===== src/rtl/wav_fmt_pkg.sv =====
package wav_fmt_pkg;
  localparam int HDR_LEN   = 44;
  localparam int HDR_FIXED = 36;  // header bytes that follow the RIFF size field
  localparam int OFS_W     = 6;

  typedef enum logic [1:0] {
    ST_IDLE,
    ST_HDR,
    ST_STREAM,
    ST_PATCH
  } fmt_state_e;
endpackage


===== src/rtl/wav_hdr_rom.sv =====
module wav_hdr_rom
  import wav_fmt_pkg::*;
#(
  parameter int SAMPLE_RATE = 8000
) (
  input  logic [OFS_W-1:0] idx_i,
  output logic [7:0]       byte_o
);
  localparam logic [31:0] RATE_W = 32'(SAMPLE_RATE);

  logic [7:0] rate_byte;
  assign rate_byte = RATE_W[8*idx_i[1:0] +: 8];

  always_comb begin
    unique case (idx_i)
      6'd0:  byte_o = 8'h52;
      6'd1:  byte_o = 8'h49;
      6'd2:  byte_o = 8'h46;
      6'd3:  byte_o = 8'h46;
      6'd4:  byte_o = 8'(HDR_FIXED);
      6'd8:  byte_o = 8'h57;
      6'd9:  byte_o = 8'h41;
      6'd10: byte_o = 8'h56;
      6'd11: byte_o = 8'h45;
      6'd12: byte_o = 8'h66;
      6'd13: byte_o = 8'h6D;
      6'd14: byte_o = 8'h74;
      6'd15: byte_o = 8'h20;
      6'd16: byte_o = 8'd16;
      6'd20: byte_o = 8'd1;
      6'd22: byte_o = 8'd1;
      6'd24, 6'd25, 6'd26, 6'd27,
      6'd28, 6'd29, 6'd30, 6'd31: byte_o = rate_byte;  // rate and byte rate
      6'd32: byte_o = 8'd1;
      6'd34: byte_o = 8'd8;
      6'd36: byte_o = 8'h64;
      6'd37: byte_o = 8'h61;
      6'd38: byte_o = 8'h74;
      6'd39: byte_o = 8'h61;
      default: byte_o = 8'h00;
    endcase
  end
endmodule


===== src/rtl/wav_sample_counter.sv =====
module wav_sample_counter #(
  parameter int CNT_W = 32
) (
  input  logic             clk_i,
  input  logic             rst_ni,
  input  logic             clr_i,
  input  logic             inc_i,
  output logic [CNT_W-1:0] count_o
);
  always_ff @(posedge clk_i or negedge rst_ni) begin
    if (!rst_ni)    count_o <= '0;
    else if (clr_i) count_o <= '0;
    else if (inc_i) count_o <= count_o + 1'b1;
  end

  AST_CNT_HOLD: assert property (@(posedge clk_i) disable iff (!rst_ni)
    (!clr_i && !inc_i) |=> $stable(count_o));
  AST_CNT_CLEAR: assert property (@(posedge clk_i) disable iff (!rst_ni)
    clr_i |=> (count_o == '0));
endmodule


===== src/rtl/wav_patch_seq.sv =====
module wav_patch_seq
  import wav_fmt_pkg::*;
#(
  parameter int CNT_W = 32
) (
  input  logic             clk_i,
  input  logic             rst_ni,
  input  logic             go_i,
  input  logic [CNT_W-1:0] count_i,
  output logic             valid_o,
  output logic [OFS_W-1:0] offset_o,
  output logic [7:0]       data_o,
  output logic             done_o
);
  localparam int DATA_OFS = 40;
  localparam int RIFF_OFS = 4;

  logic [2:0]  idx_q;
  logic [31:0] value;

  always_ff @(posedge clk_i or negedge rst_ni) begin
    if (!rst_ni) begin
      valid_o <= 1'b0;
      idx_q   <= '0;
    end else if (go_i && !valid_o) begin
      valid_o <= 1'b1;
      idx_q   <= '0;
    end else if (valid_o) begin
      valid_o <= !done_o;
      idx_q   <= idx_q + 3'd1;
    end
  end

  // first four bytes: data size; last four: RIFF chunk size
  assign value    = idx_q[2] ? 32'(count_i) + 32'(HDR_FIXED) : 32'(count_i);
  assign offset_o = idx_q[2] ? OFS_W'(RIFF_OFS + 32'(idx_q[1:0]))
                             : OFS_W'(DATA_OFS + 32'(idx_q[1:0]));
  assign data_o   = value[8*idx_q[1:0] +: 8];
  assign done_o   = valid_o && (idx_q == 3'd7);

  AST_PATCH_RUN: assert property (@(posedge clk_i) disable iff (!rst_ni)
    (valid_o && !done_o) |=> valid_o);
  AST_PATCH_SWITCH: assert property (@(posedge clk_i) disable iff (!rst_ni)
    (valid_o && offset_o == 6'd43) |=> (valid_o && offset_o == 6'd4));
  AST_PATCH_START: assert property (@(posedge clk_i) disable iff (!rst_ni)
    $rose(valid_o) |-> (offset_o == 6'd40));
endmodule


===== src/rtl/wav_stream_fmt.sv =====
module wav_stream_fmt
  import wav_fmt_pkg::*;
#(
  parameter int SAMPLE_RATE = 8000,
  parameter int CNT_W       = 32
) (
  input  logic             clk_i,
  input  logic             rst_ni,
  input  logic             start_i,
  input  logic             stop_i,
  input  logic [7:0]       in_data_i,
  input  logic             in_valid_i,
  output logic             in_ready_o,
  output logic [7:0]       out_data_o,
  output logic             out_valid_o,
  input  logic             out_ready_i,
  output logic             patch_valid_o,
  output logic [OFS_W-1:0] patch_offset_o,
  output logic [7:0]       patch_data_o
);
  localparam logic [OFS_W-1:0] HDR_LAST = OFS_W'(HDR_LEN - 1);

  fmt_state_e       state_q, state_d;
  logic [OFS_W-1:0] hdr_idx_q;
  logic [7:0]       hdr_byte;
  logic [CNT_W-1:0] count;
  logic             begin_rec, take, end_rec, patch_done;

  assign begin_rec = (state_q == ST_IDLE) && start_i;
  assign take      = (state_q == ST_STREAM) && in_valid_i && out_ready_i;
  assign end_rec   = (state_q == ST_STREAM) && stop_i;

  wav_hdr_rom #(.SAMPLE_RATE(SAMPLE_RATE)) u_rom (
    .idx_i (hdr_idx_q),
    .byte_o(hdr_byte)
  );

  wav_sample_counter #(.CNT_W(CNT_W)) u_cnt (
    .clk_i  (clk_i),
    .rst_ni (rst_ni),
    .clr_i  (begin_rec),
    .inc_i  (take),
    .count_o(count)
  );

  wav_patch_seq #(.CNT_W(CNT_W)) u_patch (
    .clk_i   (clk_i),
    .rst_ni  (rst_ni),
    .go_i    (end_rec),
    .count_i (count),
    .valid_o (patch_valid_o),
    .offset_o(patch_offset_o),
    .data_o  (patch_data_o),
    .done_o  (patch_done)
  );

  always_comb begin
    state_d = state_q;
    unique case (state_q)
      ST_IDLE:   if (start_i) state_d = ST_HDR;
      ST_HDR:    if (out_ready_i && hdr_idx_q == HDR_LAST) state_d = ST_STREAM;
      ST_STREAM: if (stop_i) state_d = ST_PATCH;
      ST_PATCH:  if (patch_done) state_d = ST_IDLE;
      default:   state_d = ST_IDLE;
    endcase
  end

  always_ff @(posedge clk_i or negedge rst_ni) begin
    if (!rst_ni) begin
      state_q   <= ST_IDLE;
      hdr_idx_q <= '0;
    end else begin
      state_q <= state_d;
      if (begin_rec)                              hdr_idx_q <= '0;
      else if (state_q == ST_HDR && out_ready_i)  hdr_idx_q <= hdr_idx_q + 1'b1;
    end
  end

  always_comb begin
    out_valid_o = 1'b0;
    out_data_o  = 8'h00;
    in_ready_o  = 1'b0;
    unique case (state_q)
      ST_HDR: begin
        out_valid_o = 1'b1;
        out_data_o  = hdr_byte;
      end
      ST_STREAM: begin
        out_valid_o = in_valid_i;
        out_data_o  = in_data_i;
        in_ready_o  = out_ready_i;  // never take a sample the sink cannot accept
      end
      default: ;
    endcase
  end

  AST_HDR_HOLD: assert property (@(posedge clk_i) disable iff (!rst_ni)
    (state_q == ST_HDR && !out_ready_i) |=> (out_valid_o && $stable(out_data_o)));
  AST_NO_CONSUME: assert property (@(posedge clk_i) disable iff (!rst_ni)
    !out_ready_i |-> !in_ready_o);
  AST_PATCH_QUIET: assert property (@(posedge clk_i) disable iff (!rst_ni)
    patch_valid_o |-> (!out_valid_o && !in_ready_o));
  AST_PATCH_END: assert property (@(posedge clk_i) disable iff (!rst_ni)
    $fell(patch_valid_o) |-> (state_q == ST_IDLE));
  AST_START_IGNORED: assert property (@(posedge clk_i) disable iff (!rst_ni)
    (state_q == ST_STREAM && start_i && !stop_i) |=> (state_q == ST_STREAM));
endmodule


===== config.mk =====
export PLATFORM = sky130hd
export DESIGN_NAME = wav_stream_fmt
export DESIGN_NICKNAME = d
export VERILOG_FILES = /design/src/rtl/wav_fmt_pkg.sv /design/src/rtl/wav_hdr_rom.sv /design/src/rtl/wav_sample_counter.sv /design/src/rtl/wav_patch_seq.sv /design/src/rtl/wav_stream_fmt.sv
export SDC_FILE = /design/constraint.sdc
export NUM_CORES = 1
export LEC_CHECK = 0
export CORE_AREA = 5 5 94 96
export CTS_CLUSTER_SIZE = 16
export DETAILED_ROUTE_END_ITERATION = 8
export DIE_AREA = 0 0 99 101
export GPL_ROUTABILITY_DRIVEN = 0
export PLACE_DENSITY = 0.8
export SYNTH_ARGS = -nofsm -noshare
export SYNTH_HDL_FRONTEND = slang
export SYNTH_SLANG_ARGS = --single-unit

===== constraint.sdc =====
create_clock -name clk_i -period 2.3 [get_ports clk_i]
set_clock_uncertainty 0.1 [all_clocks]
set_input_delay 0.46 -clock clk_i [delete_from_list [all_inputs] [get_ports clk_i]]
set_output_delay 0.46 -clock clk_i [all_outputs]
set_load 0.01 [all_outputs]

==> impl_results.md, run 1 <==
- Number of fill cells in the layout: 533
- Failing checks: setup timing
- Critical Path Source Type: flip-flop
- Area growth, synth to finish: 52.9%
- Post-synth top cells: nor2_1, nand2_1, dfrtp_1
- Antenna Nets Post-Route: 0
- Overall Global Routing Usage: 25.4%
- Bufs on Longest Clock Path: 2
- Via count: 4147
- Worst-Margin Slew: 0.505 ns
- Pleak: 2.62 nW
- DRT iter0 DRCs: 291
- Die width: 99 um
- Final cell count without fillers: 722
- R2R Setup Slk: 0.05 ns
- Pwr dens: 795 mW/mm^2
- Final Net Count: 644
- Max Fclk: 0.345 GHz
- Crit. Startpoint: u_cnt.count_o[8]$_DFFE_PN0P_
- Synth area leaders: dfrtp_1, xnor2_1, xor2_1
- Die area: 0.0100 mm^2
- DP Cell Count: 688
- Core Area: 0.00797 mm^2
- Num ports: 39
- Total CTS buffers: 5
- Min-delay src: u_cnt.count_o[31]$_DFFE_PN0P_
- Setup CP Type: flip-flop to output port
- Final Setup Violations: 15
- WL/cell: 18.6 um
- Total gr overflow: 0
- Ys Warns: 0
- CTS Sinks: 44
- Rel. slew slack: 66.2%
- Netlist cell types: 64
- Post-synth EDFFs: 0
- Crit path DAT: 2.34 ns
- Worst Path Required: 1.74 ns
- Fin crit share: 126%
- Critical Path Max Stage Delay: 0.40 ns
- CP most frequent cell: nand2_1
- Vias in the first global route: 4165
- Setup tns final: -5.76 ns
- Top-count cell post-synth: nor2_1
- Top FF cell, synth: dfrtp_1
- Initial antenna violation count: 0
- Area of the multi-input gates: 0.00264 mm^2
- Worst R2R Start: u_cnt.count_o[2]$_DFFE_PN0P_
- Slew Limit Fails: 0
- Wirelength, routed: 13400 um
- ANT cells: 0
- Mapped Nets: 476
- Pin count of the biggest net entering global routing: 39
- Drt pass-1 iters: 5
- CTS tree: yes
- DRC Markers: 0
- Register area share after synthesis: 29.8%
- Setup crit end kind: output port
- Rows: 33
- Port bufs: 37
- Setup ws final: -0.601 ns
- Hold Path Class: flip-flop to flip-flop
- H-tree depth: 2
- Crit-path slowest cell: dfrtp_1
- RSZ-0062 raised after global routing: yes
- End point of the critical path: patch_data_o[7]
- R2r endpoint: u_cnt.count_o[29]$_DFFE_PN0P_
- Clock transition at path regs: 0.09 ns
- First-pass GRT wire length: 20500 um
- Syn_area_per_cell: 8.23 um^2
- Die height: 101 um
- Detail Placement HPWL: 8750 um
- CTS root buf: clkbuf_8
- Synthesized flop and latch total: 44
- Synthesized area: 0.00369 mm^2
- Post-Synthesis Cells: 449
- Cells on worst reg2reg path: 10
- Initial core utilization: 46.4%
- Post-DR vias/cell: 5.74
- Final min period: 2.90 ns
- Max Cap Violations: 0
- Fin. Hold Viols: 0
- Max VDD drop: 0.000568 V
- FF/Latch Area: 0.00110 mm^2
- Synth area leader: dfrtp_1
- Layout cell share with drive strength beyond 1: 41.2%
- Synth async-reset ratio: 100%
- CP Max Fanout: 4
- Cell Chain, Critical Path: buf_6, nand4_1, nor4_4, buf_4, nand2_1, xnor2_1, a221oi_1, nand2_1, buf_2
- Synth top area share: 29.8%
- Status: finished with violations
- Worst-Skew Late Latency: 0.30 ns
[cell families (layout without fill, tap and decap cells)]
group,after synthesis,count (layout),synth area share [%]
AND/OR/NAND/NOR,214,214,30.3
XOR/XNOR,65,65,15.4
AO/OA/AOI/OAI,59,59,10.6
buffers and inverters,48,216,7.89
flip-flops,44,44,29.8
adder cells (fa/ha/maj),13,13,4.40
multiplexers,5,5,1.46
other,1,1,0.101
[critical path: cells and delay by family (launching register included)]
family / cells / cell delay, ns
DFF: 1 / 0.40
AOI/OAI and AO/OA: 1 / 0.25
and+or+nand+nor: 4 / 0.77
buffers and inverters: 3 / 0.46
xor gates and xnor gates: 1 / 0.16
[cell type report]
cell class | count | area share [%]
Inverter | 11 | 0.775
Sequential cell | 44 | 19.6
Tap cell | 105 | 2.33
Clock inverter | 2 | 1.06
Timing Repair Buffer | 198 | 28.4
Clock buffer | 5 | 1.22
Multi-Input combinational cell | 357 | 46.7
[per-layer routing]
layer / global-route usage, % / vias up / part of all wire [%]
met5: 0 / - / 0
met4: 10.3 / 0 / 4.4
met3: 3.88 / 56 / 6.3
met2: 45.2 / 229 / 50
met1: 30.5 / 1995 / 39
li1: - / 1867 / -
[worst min path at each step]
stage                                               end  cells past startpoint  slack [ns]
after floorplan                hdr_idx_q[0]$_DFFE_PN0P_                      0        0.06
after detailed placement  u_cnt.count_o[23]$_DFFE_PN0P_                      1        0.29
after CTS                 u_cnt.count_o[31]$_DFFE_PN0P_                      2        0.49
after global placement    u_cnt.count_o[28]$_DFFE_PN0P_                      1        0.28
final                     u_cnt.count_o[31]$_DFFE_PN0P_                      2        0.48
after global routing      u_cnt.count_o[31]$_DFFE_PN0P_                      2        0.50
[report_power, final]
part / switching (mW) / internal, mW
clock network: 0.281 / 0.428
registers: 0.152 / 0.872
logic: 1.40 / 1.36
total: 1.83 / 2.66
[cell usage in the layout, fill, tap and decap left out, drive strengths merged, types with 4 or more instances in the layout]
master	count
buf	176
nor2	63
nand2	48
dfrtp	44
xnor2	38
xor2	27
nand4	22
nand3	21
clkdlybuf4s50	17
a21oi	17
o21ai	15
nor3	13
ha	13
and3	11
inv	11
and2	9
nor2b	7
nor4	6
clkbuf	5
dlygate4sd2	4
a31oi	4
[per-stage QoR]
step	cell area, um^2	hold WS, ns	util (%)	total power [mW]	worst slack [ns]
final	5650	0.484	70.9	4.49	-0.601
after global routing	5650	0.503	70.9	4.74	-0.647
after CTS	5390	0.488	67.7	4.22	-0.531
after detailed placement	5000	0.294	62.8	3.47	-0.596
after global placement	5000	0.282	62.8	3.37	-0.555
after floorplan	3730	0.0644	-	2.25	-0.190
[state kept, by name, indices dropped and copies added, names as in the netlist]
signal / flops
u_cnt.count_o: 32
u_patch.idx_q: 3
state_q: 2
hdr_idx_q: 6
u_patch.valid_o: 1
[timing repair]
action                                  in CTS  in global routing
hold buffers                                 1                  0
cloned                                       0                  0
setup buffers                               17                 11
endpoints found under the setup margin      18                 17
pin swaps                                   35                 35
endpoints found under the hold margin       14                  0
resized for setup                          114                 44
Note: power is estimated with default switching activity, not from simulation.
==> run 2, diff against run 1 <==
Settings changed: GPL_ROUTABILITY_DRIVEN 0 to 1.
==> impl_results.md, run 2 (same netlist as run 1, synthesis figures left out) <==
- Final cell count without fillers: 720
- CP Max Fanout: 3
- Final Setup Violations: 15
- FF/Latch Area: 0.00111 mm^2
- DRC Markers: 0
- Total gr overflow: 0
- Rel. slew slack: 61.3%
- Max Cap Violations: 0
- Slew Limit Fails: 0
- Setup ws final: -0.519 ns
- WHS: 0.125 ns
- Initial antenna violation count: 0
- Max Fclk: 0.355 GHz
- Area growth, synth to finish: 51.1%
- Number of fill cells in the layout: 565
- ANT cells: 0
- Pleak: 2.60 nW
- Hold Path Class: input pin to async pin
- Total CTS buffers: 5
- Overall Global Routing Usage: 24.0%
- Clock transition at path regs: 0.09 ns
- Setup CP Type: flip-flop to output port
- Largest register FFs: 32
- DRT iter0 DRCs: 225
- Hold buffers post-CTS: 0
- Most flop-heavy register: u_cnt.count_o
- Critical Path Source Type: flip-flop
- Max VDD drop: 0.000556 V
- Largest registers: u_cnt.count_o (32), hdr_idx_q (6), u_patch.idx_q (3)
- Final min period: 2.82 ns
- Vias in the first global route: 4115
- Core Area: 0.00797 mm^2
- First-pass GRT wire length: 19600 um
- Die height: 101 um
- Pin count of the biggest net entering global routing: 45
- Critical Path Max Stage Delay: 0.53 ns
- Num ports: 39
- Wirelength, routed: 12400 um
- Worst Path Required: 1.74 ns
- Setup crit end kind: output port
- CTS root buf: clkbuf_8
- Area of the multi-input gates: 0.00268 mm^2
- WL/cell: 17.2 um
- Via count: 3992
- Fin. Hold Viols: 0
- Crit-path slowest cell: or4b_4
- Bufs on Longest Clock Path: 2
- Routability cong.: 0.985
- Final Net Count: 641
- Detail Placement HPWL: 8460 um
- Buf/Inv on CP: 1
- Antenna Nets Post-Route: 0
- Crit path DAT: 2.26 ns
- Worst-Margin Slew: 0.580 ns
- Post-DR vias/cell: 5.54
- Cell Chain, Critical Path: and3_1, and4_1, or4b_4, xnor2_1, a22oi_1, nand2_1, clkdlybuf4s15_2
- Pwr dens: 760 mW/mm^2
- Crit path max-delay family: simple AND/OR/NAND/NOR gates
- RSZ-0062 raised after global routing: yes
- H-tree depth: 2
- CTS Sinks: 44
- Die width: 99 um
- Port bufs: 37
- Layout cell share with drive strength beyond 1: 42.4%
- CTS tree: yes
- Rows: 33
- Failing checks: setup timing
- Commonest non-fill, non-tap cells in the layout: buf_4, nor2_1, nand2_1
- Worst-Skew Late Latency: 0.30 ns
- Status: finished with violations
- Initial core utilization: 46.4%
- Die area: 0.0100 mm^2
- Fin crit share: 123%
- Most common cell after layout, fill and taps aside: buf_4
- Drt pass-1 iters: 5
- DP Cell Count: 690
## run 2: cell types whose count changed in the layout (fill, tap and decap cells not counted), sizes merged
cell,change
buf,-3
bufinv,-2
clkbuf,+1
clkdlybuf4s15,+1
clkdlybuf4s50,+1
clkinvlp,+2
dlygate4sd2,-1
dlygate4sd3,-1
## run 2: path summary, 6_finish.rpt
check	startpoint	endpoint	slack, ns	depth (start not counted)
min reg2reg	u_cnt.count_o[31]$_DFFE_PN0P_	u_cnt.count_o[31]$_DFFE_PN0P_	0.49	2
max	u_cnt.count_o[17]$_DFFE_PN0P_	patch_data_o[0]	-0.52	7
max reg2reg	u_cnt.count_o[2]$_DFFE_PN0P_	u_cnt.count_o[21]$_DFFE_PN0P_	0.02	10
max in group asynchronous	rst_ni	u_cnt.count_o[2]$_DFFE_PN0P_	1.54	2
min in group clk_i	u_cnt.count_o[31]$_DFFE_PN0P_	u_cnt.count_o[31]$_DFFE_PN0P_	0.49	2
min	rst_ni	u_cnt.count_o[30]$_DFFE_PN0P_	0.13	2
## run 2: cell type report
type | count | share of cell area (%)
multi-input cells | 357 | 47.9
repair buffers | 195 | 27.3
flip-flops and latches | 44 | 19.8
well taps | 105 | 2.35
clock buffers | 6 | 1.48
inverters | 11 | 0.829
clock inverters | 2 | 0.269
## run 2: through the flow
step / power (mW) / cell area, um^2 / util, % / setup TNS, ns / worst slack, ns
global placement: 3.35 / 5000 / 62.8 / -6.35 / -0.552
global route: 4.52 / 5580 / 70.1 / -6.56 / -0.577
CTS: 4.04 / 5400 / 67.8 / -5.10 / -0.544
finish: 4.24 / 5580 / 70.1 / -5.22 / -0.519
floorplan: 2.25 / 3730 / - / -0.337 / -0.190
detailed placement: 3.43 / 5000 / 62.8 / -7.10 / -0.592
## run 2: what timing repair did
item / 4_1_cts / 5_1_grt
gates resized for setup: 121 / 35
setup endpoints to repair: 18 / 22
pin swaps: 31 / 26
setup buffers: 20 / 4
## run 2: routing by layer
metal	track usage, %	share of wire [%]
met1	28.8	41
met2	42.3	50
met3	4.43	5.9
met4	9.66	3.2
met5	0	0
## run 2: power by group
group          total, mW  switching (mW)  internal, mW
logic               2.65            1.34          1.31
registers           1.06           0.187         0.875
clock network      0.531           0.287         0.244
total               4.24            1.81          2.43
